===== src/rtl/cfg2_window_decoder.sv =====
module cfg2_window_decoder #(
  parameter logic [15:0] EN_PORT  = 16'h0CF8,
  parameter logic [15:0] FWD_PORT = 16'h0CFA,
  parameter logic [3:0]  WIN_PAGE = 4'hC,
  parameter logic [3:0]  KEY      = 4'hF
) (
  input  logic        clk,
  input  logic        rst_n,
  input  logic        io_req,
  input  logic        io_wr,
  input  logic [15:0] io_addr,
  input  logic [1:0]  io_len,
  input  logic [31:0] io_wdata,
  output logic        io_ready,
  output logic [31:0] io_rdata,
  output logic        cfg_req,
  output logic        cfg_wr,
  output logic [7:0]  cfg_bus,
  output logic [3:0]  cfg_dev,
  output logic [2:0]  cfg_fn,
  output logic [5:0]  cfg_dw,
  output logic [3:0]  cfg_be,
  output logic [31:0] cfg_wdata,
  input  logic        cfg_ack,
  input  logic [31:0] cfg_rdata
);

  logic [7:0]  en_q, fwd_q;
  logic        busy_q;
  logic [1:0]  off_q, len_q;
  logic [3:0]  be_n;
  logic [31:0] rd_shift, rd_masked;

  wire map_on   = (en_q[7:4] == KEY);
  wire aligned  = (io_len == 2'd0) ||
                  (io_len == 2'd1 && !io_addr[0]) ||
                  (io_len == 2'd2 && io_addr[1:0] == 2'b00);
  wire in_win   = map_on && (io_addr[15:12] == WIN_PAGE) && aligned;
  wire en_hit   = (io_addr == EN_PORT)  && (io_len == 2'd0);
  wire fwd_hit  = (io_addr == FWD_PORT) && (io_len == 2'd0);
  wire start    = io_req && !busy_q && in_win;
  wire local_dn = io_req && !busy_q && !in_win;

  assign io_ready = local_dn || (busy_q && cfg_ack);
  assign cfg_req  = busy_q;

  always_comb begin
    case (io_len)
      2'd0:    be_n = 4'b0001 << io_addr[1:0];
      2'd1:    be_n = 4'b0011 << io_addr[1:0];
      default: be_n = 4'b1111;
    endcase
  end

  assign rd_shift = cfg_rdata >> {off_q, 3'b000};

  always_comb begin
    case (len_q)
      2'd0:    rd_masked = {24'h0, rd_shift[7:0]};
      2'd1:    rd_masked = {16'h0, rd_shift[15:0]};
      default: rd_masked = rd_shift;
    endcase
  end

  assign io_rdata = busy_q  ? rd_masked :
                    en_hit  ? {24'h0, en_q} :
                    fwd_hit ? {24'h0, fwd_q} : 32'hFFFF_FFFF;

  always_ff @(posedge clk) begin
    if (!rst_n) begin
      en_q      <= 8'h00;
      fwd_q     <= 8'h00;
      busy_q    <= 1'b0;
      off_q     <= 2'b00;
      len_q     <= 2'b00;
      cfg_wr    <= 1'b0;
      cfg_bus   <= 8'h00;
      cfg_dev   <= 4'h0;
      cfg_fn    <= 3'h0;
      cfg_dw    <= 6'h00;
      cfg_be    <= 4'h0;
      cfg_wdata <= 32'h0;
    end else begin
      if (local_dn && io_wr && en_hit)  en_q  <= io_wdata[7:0];
      if (local_dn && io_wr && fwd_hit) fwd_q <= io_wdata[7:0];
      if (start) begin
        busy_q    <= 1'b1;
        off_q     <= io_addr[1:0];
        len_q     <= io_len;
        cfg_wr    <= io_wr;
        cfg_bus   <= fwd_q;
        cfg_dev   <= io_addr[11:8];
        cfg_fn    <= en_q[3:1];
        cfg_dw    <= io_addr[7:2];
        cfg_be    <= be_n;
        cfg_wdata <= io_wdata << {io_addr[1:0], 3'b000};
      end else if (busy_q && cfg_ack) begin
        busy_q <= 1'b0;
      end
    end
  end


  req_hold_chk: assert property (@(posedge clk) disable iff (!rst_n)
    (cfg_req && !cfg_ack) |=> (cfg_req && $stable(cfg_bus) && $stable(cfg_dev) &&
      $stable(cfg_fn) && $stable(cfg_dw) && $stable(cfg_be) && $stable(cfg_wdata)));


  stall_chk: assert property (@(posedge clk) disable iff (!rst_n)
    (cfg_req && !cfg_ack) |-> !io_ready);


  key_gate_chk: assert property (@(posedge clk) disable iff (!rst_n)
    $rose(cfg_req) |-> ($past(en_q[7:4]) == KEY));


  be_shape_chk: assert property (@(posedge clk) disable iff (!rst_n)
    cfg_req |-> ($countones(cfg_be) == 1 || cfg_be == 4'b0011 ||
                 cfg_be == 4'b1100 || cfg_be == 4'b1111));


  unclaimed_chk: assert property (@(posedge clk) disable iff (!rst_n)
    (io_req && !cfg_req && !map_on) |-> (io_ready && $stable(busy_q) == $stable(busy_q)) |=> !cfg_req);


  zero_write_chk: assert property (@(posedge clk) disable iff (!rst_n)
    (io_req && io_ready && io_wr && en_hit && io_wdata[7:0] == 8'h00) |=> (en_q == 8'h00 && !map_on));

endmodule


===== config.mk =====
export PLATFORM = sky130hd
export DESIGN_NAME = cfg2_window_decoder
export DESIGN_NICKNAME = d
export VERILOG_FILES = /design/src/rtl/cfg2_window_decoder.sv
export SDC_FILE = /design/constraint.sdc
export NUM_CORES = 1
export LEC_CHECK = 0
export BUFFER_PORTS_ARGS = -buffer_cell sky130_fd_sc_hd__buf_2
export CAP_MARGIN = 20
export CORE_UTILIZATION = 48
export DETAILED_ROUTE_END_ITERATION = 10
export PLACE_DENSITY = 0.87
export SETUP_SLACK_MARGIN = 0.4
export SLEW_MARGIN = 30
export SYNTH_ARGS = -nofsm -noshare
export SYNTH_HDL_FRONTEND = slang
export SYNTH_SLANG_ARGS = --single-unit

===== constraint.sdc =====
create_clock -name clk -period 2.05 [get_ports clk]
set_input_delay 0.3075 -clock clk [delete_from_list [all_inputs] [get_ports clk]]
set_output_delay 0.3075 -clock clk [all_outputs]
set_load 0.01 [all_outputs]

=== Word level (Yosys, flattened, before mapping) ===
Cells that the tools add are included.

* Bits in latches: 0
* Memories: 0
* Input bits: 87
* Memory bits (read-only): 0
* Logic and storage cells: 53
* RAM bits: 0
* Bits in registers: 79

* Divide/modulo/power cells: 0
* Shift-type cells: 4
* $add $sub $neg: 0
* Order comparisons: 0
* Equal/unequal tests: 7
* Reductions and logical operators: 23
* Muxes and demuxes: 7
* Multiply operators: 0
* Bitwise gates (word level): 0

{| class="wikitable"
|+ Operator list
! operator !! count
|-
| two-way mux 32 bit || 3
|-
| case mux 32 bit (2 select lines) || 1
|-
| == test 16 x 12 -> 1 bit (second input constant) || 2
|-
| << shifter 32 x 5 -> 32 bit || 1
|-
| >> shifter 32 x 5 -> 32 bit || 1
|-
| logical AND 1 bit || 13
|-
| == test 4 bit (second input constant) || 2
|-
| case mux 4 bit (2 select lines) || 1
|-
| logical NOT 2 bit || 3
|-
| == test 2 x 1 -> 1 bit (second input constant) || 2
|-
| << shifter 1 x 2 -> 4 bit (first input constant) || 1
|-
| << shifter 2 x 2 -> 4 bit (first input constant) || 1
|-
| logical NOT 1 bit || 3
|-
| logical OR 1 bit || 3
|-
| == test 2 bit (second input constant) || 1
|-
| two-way mux 1 bit || 2
|-
| nonzero test 2 bit || 1
|}

=== Longest topological paths before layout ===
* Depth in word-level cells: 9
* Gate-level depth with buffers: 7
* Depth with buffers taken out: 4

=== Worst setup path after synthesis ===
OpenSTA, ideal clock, no wires.

* Kind: input-to-output
* From: input io_len[1]
* To: output io_rdata[22]
* Data required time: 1742 ps
* Setup slack: 52 ps
* Stages on the path: 5
* Arrival time: 1690 ps
* Cell sequence: nor4_2 -> nand3_1 -> o31ai_1 -> clkbuf_1 -> o21ai_0

* Cells in the longest elaborated chain, start to end: 5
* Elaborated cells on any way between the ends: 6

{| class="wikitable"
|+ Ends and longest elaborated chain
! what !! RTL line !! RTL
|-
| start: declaration || 12 || <nowiki>input logic [1:0] io_len,</nowiki>
|-
| logical NOT 2 bit (*) || 39, 40 ||
|-
| logical AND 1 bit || 40 || <nowiki>wire fwd_hit = (io_addr == FWD_PORT) && (io_len == 2'd0);</nowiki>
|-
| two-way mux 32 bit || 67 || <nowiki>fwd_hit ? {24'h0, fwd_q} : 32'hFFFF_FFFF;</nowiki>
|-
| two-way mux 32 bit (*) || 66 || <nowiki>en_hit ? {24'h0, en_q} :</nowiki>
|-
| two-way mux 32 bit (*) || 65 || <nowiki>assign io_rdata = busy_q ? rd_masked :</nowiki>
|-
| end: declaration || 15 || <nowiki>output logic [31:0] io_rdata,</nowiki>
|}

Every way passes the cells marked *; elsewhere a longest branch is shown, timed or not.

=== Worst setup path in the final report ===
* From: input io_addr[2]
* To: output io_rdata[7]

* Cells in the longest elaborated chain, start to end: 5
* Elaborated cells on any way between the ends: 7

{| class="wikitable"
|+ Ends and longest elaborated chain
! what !! RTL line !! RTL
|-
| start: declaration || 11 || <nowiki>input logic [15:0] io_addr,</nowiki>
|-
| == test 16 x 12 -> 1 bit || 40 ||
|-
| logical AND 1 bit || 40 ||
|-
| two-way mux 32 bit || 67 ||
|-
| two-way mux 32 bit (*) || 66 ||
|-
| two-way mux 32 bit (*) || 65 ||
|}

Marks and branches as above.

==> qor.csv <==
stage;metric;value;unit
detailed_routing;first_iter_violations;687;
synthesis;ys_warn_count;0;
clocking;cts_buffers;9;
synthesis;syn_inst;540;
sta;post-route-period-util;1.24;
setup_path;end_kind;output port;
detailed_routing;wirelength;23600;um
layout;fin_cells;871;
grt;grt_max_degree;42;
synthesis;synth_compound_area_frac;0.166;
setup_path;crit_fanout;13;
clocking;clk_pin_slew;0.09;ns
floorplanning;fp.dieW;95.6;um
synthesis;synth_simple_gate_area_frac;0.258;
setup_path;cpMaxStageDelayCell;nor4_1;
sta;finalHoldViolations;0;
sta;relSlewSlack;0.319;
grt;grt_pass1_vias;4985;
synthesis;ys_seq_elements;79;
grt;grt_pass1_wl;25100;um
sta;worst_pin_slew;1.02;ns
sta;setup_violations;42;
synthesis;synth-edff-count;0;
detailed_routing;routed-via-count;5938;
floorplanning;fp.dieH;95.6;um
synthesis;synth_xor_area_frac;0;
power;powerDensity;427;nW/um2
detailed_routing;firstDrtPassIters;6;
detailed_routing;routed_via_density;6.82;
synthesis;synthArstFlopShare;0;
setup_path;worst_path_most_repeated_cell;buf_2;
power;leakagePower;2.92;nW
run;cap_violations;0;
run_status;status;finished with violations;
setup_path;cpPeakStageDelay;0.54;ns
clocking;hold_buffers;0;
grt;antenna_found_initial;1;
synthesis;synth_top_area_cell;dfxtp_1;
sta;rsz0062_at_grt;true;
clocking;cts.sinks;79;
synthesis;synthTopCellsByArea;dfxtp_1 (38%), nand2_1 (12%), mux2i_1 (11%);
power;power;3.16;mW
floorplanning;start_util;0.504;
clocking;cts_tree;done;
synthesis;synth_top_family_by_area;simple AND/OR/NAND/NOR gates;
clocking;root_buffer;clkbuf_8;
clocking;clk_latency;0.36;ns
sta;fin_crit;2.55;ns
detailed_routing;wire_per_inst;27.1;um
min_path;min_path_type;input pin to flop;
synthesis;synth.area.mux_share;0.152;
clocking;cts.htree.levels;3;
floorplanning;core_area;8340;um2
synthesis;ys.flop_type;dfxtp_1;
synthesis;synth.top_cell.area_share;0.376;
layout;area_growth;76.2;%
synthesis;synthAdderAreaFrac;0;
detailed_routing;ant_nets;0;
floorplanning;std_cell_rows;33;
setup_path;critPathArrivalTime;2.24;ns
synthesis;syn_area;4200;um2
placed_design;portBuffers;178;
floorplanning;num_io_pins;179;
setup_path;worst_setup_path_start_kind;input pin;
power;ir_worst_vdd;390;uV
setup_path;crit_buf_inv;2;
sta;clock.fmax;392;MHz
setup_path;criticalPathCategory;input pin to output port;
synthesis;ys_types;41;
detailed_routing;drc;0;
sta;drv_slew;0;
layout;nets;847;
synthesis;syn_avg_cell_area;7.78;um2
sta;finalClockSkew;0.0105;ns
placed_design;gp_congestion;0.857;
placed_design;hpwl;10500;um
setup_path;crit_path_cell_trace;buf_2 -> nand4b_1 -> nand4b_4 -> nor4_1 -> a211oi_2 -> buf_2;
synthesis;ys_seq_area_frac;0.376;
sta;setup_tns;-12.04;ns
setup_path;crit_family;simple AND/OR/NAND/NOR gates;
placed_design;dp.cells;810;
setup_path;worstPathRequired;1.74;ns
layout;drive_above_1_share;0.627;
grt;gr-total-overflow;0;
clocking;cts_max_path_buffers;2;
synthesis;syn_nets;627;
sta;fin_ws;-0.500;ns
placed_design;post-place-ws;-0.0746;ns
run_status;violations;setup timing;
grt;grt_util_all_layers;0.369;
floorplanning;die-area;9130;um2
tightest hold or removal path: stages:
cell	delay, ns
buf_8	0.11
nand2_4	0.05
a21oi_2	0.04
cells in the final DEF, fill, tap and decap left out, types with 3 or more instances in the layout:
cell and count:
nand2b_1 3, nor4_4 6, nand2_4 42, nand3_2 8
mux2i_1 45, dfxtp_4 4, buf_8 3, or3_1 6
clkinv_2 3, o21ai_2 17, a21oi_1 17, nand2_1 85
nand2_2 8, nor4_2 9, o211ai_1 9, nor4_1 5
nor2_2 3, o21ai_1 3, a21oi_2 45, mux2_2 14
o21ai_4 3, nor2b_1 4, buf_12 9, buf_2 164
buf_4 29, nor2_4 7, clkbuf_8 9, nor2_1 20
buf_6 36, or3_4 3, clkbuf_16 5, nor3_2 11
buf_16 6, a211oi_2 13, dfxtp_1 73
flip-flops by register name, summed over array words and instances, names as in the netlist:
| name | count |
|---|---|
| cfg_dw | 6 |
| len_q | 2 |
| cfg_wr | 1 |
| cfg_req | 1 |
| cfg_fn | 3 |
| off_q | 2 |
| cfg_be | 4 |
| en_q | 8 |
| fwd_q | 8 |
| cfg_wdata | 32 |
| cfg_bus | 8 |
| cfg_dev | 4 |
metal layers:
metal	track usage	part of all wire
met4	0.250	0.10
met1	0.391	0.32
met2	0.623	0.45
met5	0	0
met3	0.117	0.13
cells by family after synthesis:
family | Yosys count
compound gates | 119
buf+inv | 49
flops | 79
mux | 62
simple gates | 231
final cells by class:
class	instances	area [um2]
Clock buffer	10	128
Tap cell	105	131
Antenna cell	1	2.50
Fill cell	318	933
Clock inverter	6	61.3
Inverter	3	11.3
Multi-Input combinational cell	415	3510
Timing Repair Buffer	252	1960
Sequential cell	79	1600
per-stage QoR:
stage                     hold slack [ns]  instance area (um2)   util
after global routing                0.179                 7400  0.888
after global placement              0.438                 5510  0.660
final                               0.184                 7410  0.888
after detailed placement            0.442                 5510  0.660
after CTS                           0.190                 6370  0.764
after floorplan                     0.437                 4440      -
report_power, final:
part           leakage, nW  total (mW)  internal (mW)  switching, mW
clock network       0.0960        1.20          0.560          0.640
logic                 2.19       0.436          0.156          0.280
registers            0.640        1.53           1.53    0.000000540
worst paths after layout:
path,startpoint,end,slack [ns],cells after the start
setup / recovery,io_addr[2],io_rdata[7],-0.50,6
hold / removal,io_addr[9],cfg_dev[1]$_SDFFE_PN0P_,0.18,3
setup reg to reg,en_q[7]$_SDFFE_PN0P_,len_q[0]$_SDFFE_PN0P_,0.15,9
hold reg to reg,cfg_wdata[15]$_SDFFE_PN0P_,cfg_wdata[15]$_SDFFE_PN0P_,0.47,2
what timing repair did:
action                                  CTS  global route
resized for setup                       103           210
endpoints found under the setup margin  112           107
cloned                                   12             5
pin swaps                                24            89
setup buffers                            18             9
Yosys cell counts, drive strengths merged, types with 3 or more instances:
library cell,n
mux2,14
a211oi,14
nor4,20
dfxtp,79
nand2b,4
nand2,135
buf,13
o211ai,9
nor2,30
nand3,10
or3,9
clkbuf,33
inv,3
a21oi,62
nor2b,4
o21ai,24
mux2i,48
nor3,11
No activity file was read; power rests on OpenSTA's default activity.
